==> src/rtl/afd_pkg.sv <==
package afd_pkg;
    localparam int FW       = 8;
    localparam int LW       = FW + 2;
    localparam int F_LSB    = 0;
    localparam int D_LSB    = 8;
    localparam int N_LSB    = 16;
    localparam int BIT_HALF = 24;
    localparam int BIT_OFF  = 25;
    localparam int BIT_MODE = 28;

    typedef struct packed {
        logic          off;
        logic [LW-1:0] base;
        logic [FW-1:0] num;
        logic [FW-1:0] den;
    } cfg_t;

    typedef struct packed {
        logic          run;
        logic [LW-1:0] cnt;
        logic [LW-1:0] len;
        logic [LW-1:0] half;
        logic [FW-1:0] acc;
    } per_t;
endpackage

==> src/rtl/afd_cfg_decode.sv <==
module afd_cfg_decode
    import afd_pkg::*;
#(
    parameter int MIN_RATIO = 2
) (
    input  logic [BIT_OFF:0] ctrl,
    output cfg_t             cfg
);
    logic [LW-1:0] raw_ratio;

    always_comb begin
        raw_ratio = {1'b0, ctrl[N_LSB +: FW], 1'b0} + LW'(ctrl[BIT_HALF]);
        cfg.off   = ctrl[BIT_OFF];
        // ratios below the minimum are clamped
        cfg.base  = (raw_ratio < LW'(MIN_RATIO)) ? LW'(MIN_RATIO) : raw_ratio;
        cfg.num   = ctrl[F_LSB +: FW];
        cfg.den   = ctrl[D_LSB +: FW];
    end
endmodule

==> src/rtl/afd_frac_step.sv <==
module afd_frac_step
    import afd_pkg::*;
(
    input  logic [FW-1:0] acc,
    input  logic [FW-1:0] num,
    input  logic [FW-1:0] den,
    output logic [FW-1:0] acc_nxt,
    output logic          stretch
);
    logic [FW:0] sum;

    always_comb begin
        sum     = {1'b0, acc} + {1'b0, num};
        stretch = 1'b0;
        acc_nxt = sum[FW-1:0];
        if (den == '0) begin
            acc_nxt = '0;
        end else if (sum >= {1'b0, den}) begin
            // carry out of the fraction lengthens this period
            stretch = 1'b1;
            acc_nxt = FW'(sum - {1'b0, den});
        end
    end
endmodule

==> src/rtl/afd_period_gen.sv <==
module afd_period_gen
    import afd_pkg::*;
(
    input  logic clk,
    input  logic rst_n,
    input  cfg_t cfg,
    output logic strobe,
    output logic clk_o
);
    per_t          q, d;
    logic [FW-1:0] acc_nxt;
    logic          stretch;
    logic [LW-1:0] new_len;
    logic          at_end;

    afd_frac_step u_frac (
        .acc     (q.acc),
        .num     (cfg.num),
        .den     (cfg.den),
        .acc_nxt (acc_nxt),
        .stretch (stretch)
    );

    always_comb begin
        d       = q;
        new_len = cfg.base + LW'(stretch);
        at_end  = (q.cnt == q.len - LW'(1));
        if (cfg.off) begin
            // stopped, accumulator cleared
            d.run = 1'b0;
            d.cnt = '0;
            d.acc = '0;
        end else if (!q.run || at_end) begin
            // configuration sampled only at a period start
            d.run  = 1'b1;
            d.cnt  = '0;
            d.len  = new_len;
            d.half = new_len >> 1;
            d.acc  = acc_nxt;
        end else begin
            d.cnt = q.cnt + LW'(1);
        end
    end

    always_ff @(posedge clk) begin
        if (!rst_n) q <= '0;
        else        q <= d;
    end

    assign strobe = q.run & ~cfg.off & (q.cnt == '0);
    assign clk_o  = q.run & ~cfg.off & (q.cnt < q.half);
endmodule

==> src/rtl/audio_frac_div.sv <==
module audio_frac_div
    import afd_pkg::*;
#(
    parameter int            RW        = 32,
    parameter logic [RW-1:0] RESET_VAL = 32'h1200_FF00
) (
    input  logic          clk,
    input  logic          rst_n,
    input  logic          reg_wr,
    input  logic [RW-1:0] reg_wdata,
    output logic [RW-1:0] reg_rdata,
    output logic          clk_en,
    output logic          clk_out
);
    logic [RW-1:0] ctrl_d, ctrl_q;
    cfg_t          cfg;

    always_comb begin
        ctrl_d = reg_wr ? reg_wdata : ctrl_q;
    end

    always_ff @(posedge clk) begin
        if (!rst_n) ctrl_q <= RESET_VAL;
        else        ctrl_q <= ctrl_d;
    end

    afd_cfg_decode #(.MIN_RATIO(2)) u_dec (
        .ctrl (ctrl_q[BIT_OFF:0]),
        .cfg  (cfg)
    );

    afd_period_gen u_gen (
        .clk    (clk),
        .rst_n  (rst_n),
        .cfg    (cfg),
        .strobe (clk_en),
        .clk_o  (clk_out)
    );

    // raw word read back; mode bit only stored
    assign reg_rdata = ctrl_q;
endmodule

==> config.mk <==
export PLATFORM = sky130hd
export DESIGN_NAME = audio_frac_div
export DESIGN_NICKNAME = d
export VERILOG_FILES = /design/src/rtl/afd_pkg.sv /design/src/rtl/afd_cfg_decode.sv /design/src/rtl/afd_frac_step.sv /design/src/rtl/afd_period_gen.sv /design/src/rtl/audio_frac_div.sv
export SDC_FILE = /design/constraint.sdc
export NUM_CORES = 1
export LEC_CHECK = 0
export ABC_AREA = 0
export BUFFER_PORTS_ARGS = -buffer_cell sky130_fd_sc_hd__buf_4
export CORE_MARGIN = 3
export CORE_UTILIZATION = 39
export CTS_CLUSTER_SIZE = 8
export DETAILED_ROUTE_END_ITERATION = 10
export GPL_TIMING_DRIVEN = 0
export PLACE_DENSITY = 0.63
export SYNTH_ARGS = -nofsm -noshare
export SYNTH_HDL_FRONTEND = slang
export SYNTH_SLANG_ARGS = --single-unit
==> constraint.sdc <==
create_clock -name clk -period 5.3 [get_ports clk]
set_input_delay 0.265 -clock clk [delete_from_list [all_inputs] [get_ports clk]]
set_output_delay 0.265 -clock clk [all_outputs]
set_load 0.01 [all_outputs]
==> out/metrics.csv <==
stage,metric,value,unit
cells_and_area,fin nets,547,
yosys,Synth Area in Adders,11.3,%
timing,unrepaired setup endpoints after global routing,false,
yosys,mapped cell area,0.00358,sq mm
place,DP Area,0.00421,sq mm
global_routing,pin count of the biggest net entering global routing,11,
timing,Least-Margin Pin Slew,0.939,ns
route,Iter 0 DRT Violations,90,
yosys,Mean Syn Cell Area,8.87,sq um
timing,Slew HR,36.8,%
yosys,xor/xnor cell area share of the yosys netlist,8.82,%
worst_setup_path,Most Frequent Cell on Critical Path,ha_1,
global_routing,first-pass GRT wire length,14100,um
yosys,"Distinct cells, synth",53,
cells_and_area,synthesis-to-layout area growth,22.8,%
clock_network,PostCTS Resize Cnt,0,
yosys,Synth Area in Simple Gates,16.7,%
route,WL final,8370,um
clock_network,number of setup buffers added after CTS,0,
yosys,Yosys reg bits,61,
place,Post-Place Setup Slack,0.749,ns
clock_network,Num Clock Sinks,61,
die,floorplan die width,102,um
clock_network,CTS HTree Levels,3,
cells_and_area,layout cell share with drive strength beyond 1,19.8,%
yosys,Synth area leaders,"dfxtp_1 (34%), ha_1 (10%), mux2i_1 (7.8%), xnor2_1 (6.6%), nor2_1 (5.0%)",
timing,Fin. Hold Viols,0,
route,wire per inst,14.1,um
yosys,list of most frequent post-synthesis cells,"dfxtp_1 (61), nor2_1 (48), inv_1 (32), ha_1 (29), mux2i_1 (28)",
power_and_ir_drop,pwr dens,246,mW/mm^2
timing,Fin Setup TNS,0,ns
yosys,syn nets,469,
clock_network,Root Buffer,clkbuf_8,
worst_setup_path,startpoint types,register,
place,IO Port Bufs,67,
clock_network,CTS tree,done,
worst_setup_path,Crit path buffers/inverters,2,
timing,Pins Over Slew Limit,0,
timing,fmax,219,MHz
place,RePlAce Congestion,0.766,
worst_setup_path,worst path arrival time,4.83,ns
route,vias,3055,
global_routing,vias in the first global route,2974,
min_path,HP Class,primary input to register,
route,Routed Antenna Nets,0,
clock_network,clk_lat worst skew,0.33,ns
power_and_ir_drop,peak supply drop,0.000128,V
die,Core Area,0.00881,sq mm
yosys,main combinational cell family by area after synthesis,simple AND/OR/NAND/NOR gates,
die,row count,34,
global_routing,GR Util All Layers,17.3,%
cells_and_area,"Cell Count, Final, Fillers Out",594,
route,final routed DRC violation total,0,
yosys,post-synthesis async set-or-reset flop share,0,%
clock_network,Clock Pin Slew Worst Setup and Hold Paths,0.07,ns
worst_setup_path,Critical-path top delay cell,o311ai_0,
clock_network,CTS Buf Count,9,
worst_setup_path,Worst EP required,5.55,ns
clock_network,largest buffer count on any clock path,2,
worst_setup_path,critical path start-end classification,register to register,
worst_setup_path,CP Cell Sequence,ha_1 -> inv_1 -> fa_1 -> nor2b_1 -> o31a_1 -> o21a_1 -> nor2_1 -> xnor2_1 -> ha_1 -> nand2_1 -> o311ai_0 -> a21o_1 -> clkbuf_1 -> and2_1 -> ha_1 -> ha_1 -> nand2_1 -> nor2_1 -> nand3_1 -> xor2_1 -> a211oi_2,
timing,clock skew,0.00829,ns
cells_and_area,Antenna diodes,0,
timing,part of the cycle the worst path needs,86.3,%
yosys,Post-Syn Instances,403,
timing,setup ws final,0.726,ns
yosys,Synth Flop Type,dfxtp_1,
yosys,Synth Area in Compound Gates,15.1,%
route,post-DR vias/cell,5.14,
timing,WHS,0.149,ns
global_routing,initial antenna violation count,0,
worst_setup_path,CP Capture Type,register,
worst_setup_path,largest fanout on the critical path,9,
die,Die Y,102,um
cells_and_area,"Core Util, Final",49.9,%
worst_setup_path,Worst path max stage delay,0.50,ns
cells_and_area,Final Cell Area,0.00439,sq mm
clock_network,hold_buf cts,0,
yosys,leading area contributor after synthesis,dfxtp_1,
yosys,share of Yosys cell area claimed by the top area cell type,34.1,%
yosys,yosys warns,0,
worst_setup_path,cell family with most CP delay,adder cells,
die,IO Pins,69,
outcome,status,completed,
yosys,"EDFF count, synth",0,
die,full die area,0.0104,sq mm
place,Detail Placement HPWL,6670,um
run,Max-cap violations,0,
yosys,"Seq/Total Area, Yosys",34.1,%
timing,min cycle time layout,4.57,ns
place,placed cell count,578,
power_and_ir_drop,Power Total,1.08,mW
yosys,most frequent cell after synthesis,dfxtp_1,
route,drt first pass iters,4,
timing,setup violators final,0,
power_and_ir_drop,Leakage Power,1.94,nW
global_routing,global route total overflow,0,
die,initial cell density of the core,40.6,%
yosys,mux cell area share after synthesis,8.78,%
-- worst reg2reg max path: cells and delay by family, from the launching register on --
| family | cells | cell delay (ns) |
|---|---|---|
| AND/OR/NAND/NOR | 7 | 0.86 |
| buffers and inverters | 2 | 0.45 |
| adder cells (fa/ha/maj) | 5 | 1.35 |
| flip-flops | 1 | 0.36 |
| XOR/XNOR | 2 | 0.32 |
| AO/OA/AOI/OAI | 5 | 1.17 |
-- power by group --
group          internal (mW)  switching, mW
logic                  0.105          0.103
clock network          0.193          0.177
registers              0.480         0.0245
total                  0.777          0.304
-- final timing paths --
| check | start | endpoint | slack, ns | cells past startpoint |
|---|---|---|---|---|
| worst min register to register | u_gen.q[6] | u_gen.q[6] | 0.48 | 1 |
| worst min-delay path | reg_wdata[8] | reg_rdata[8] | 0.15 | 3 |
| worst max-delay path | reg_rdata[0] | u_gen.q[26] | 0.73 | 21 |
| worst max register to register | reg_rdata[0] | u_gen.q[26] | 0.73 | 21 |
-- layer usage --
layer	vias up	GRT usage (%)	wire length (um)
li1	1572	-	-
met1	1425	21.9	3810
met2	54	29.5	4160
met3	4	4.20	349
met4	0	4.29	43
met5	-	0	0
-- layout by cell type, fill, tap and decap left out, types with 3 or more instances in the layout --
cell and instances:
buf_4 67, dfxtp_1 61, nor2_1 48, inv_1 32, ha_1 29, mux2i_1 28, xnor2_1 27, nand2_1 22
nand3_1 16, a21oi_1 13, clkbuf_8 11, clkbuf_1 9, xor2_1 9, o21a_1 8, o21ai_0 8, o211ai_1 7
nor4_1 6, nor3_1 6, a21o_1 5, a211oi_1 5, buf_1 5, a22o_1 5, nand4_1 4, and3_1 4
and2_1 3, or3_1 3, a211oi_2 3, mux2_2 3, clkinv_2 3
-- layout make-up --
cell class	instances	area, sq um
Buffer	15	65.1
Clock buffer	12	155
Clock inverter	4	22.5
Fill cell	860	4410
Inverter	32	120
Multi-Input combinational cell	295	2170
Sequential cell	61	1220
Tap cell	108	135
Timing Repair Buffer	67	503
-- flip-flops by register name (all words and copies together), names as in the netlist --
register	count
reg_rdata	32
u_gen.q	29
-- logic make-up after synthesis --
kind of cell | Yosys count
compound gates | 73
mux | 31
flops | 61
simple gates | 124
fa+ha+maj | 31
buf+inv | 47
xor+xnor | 36
Power figures use the tool's default switching activity.
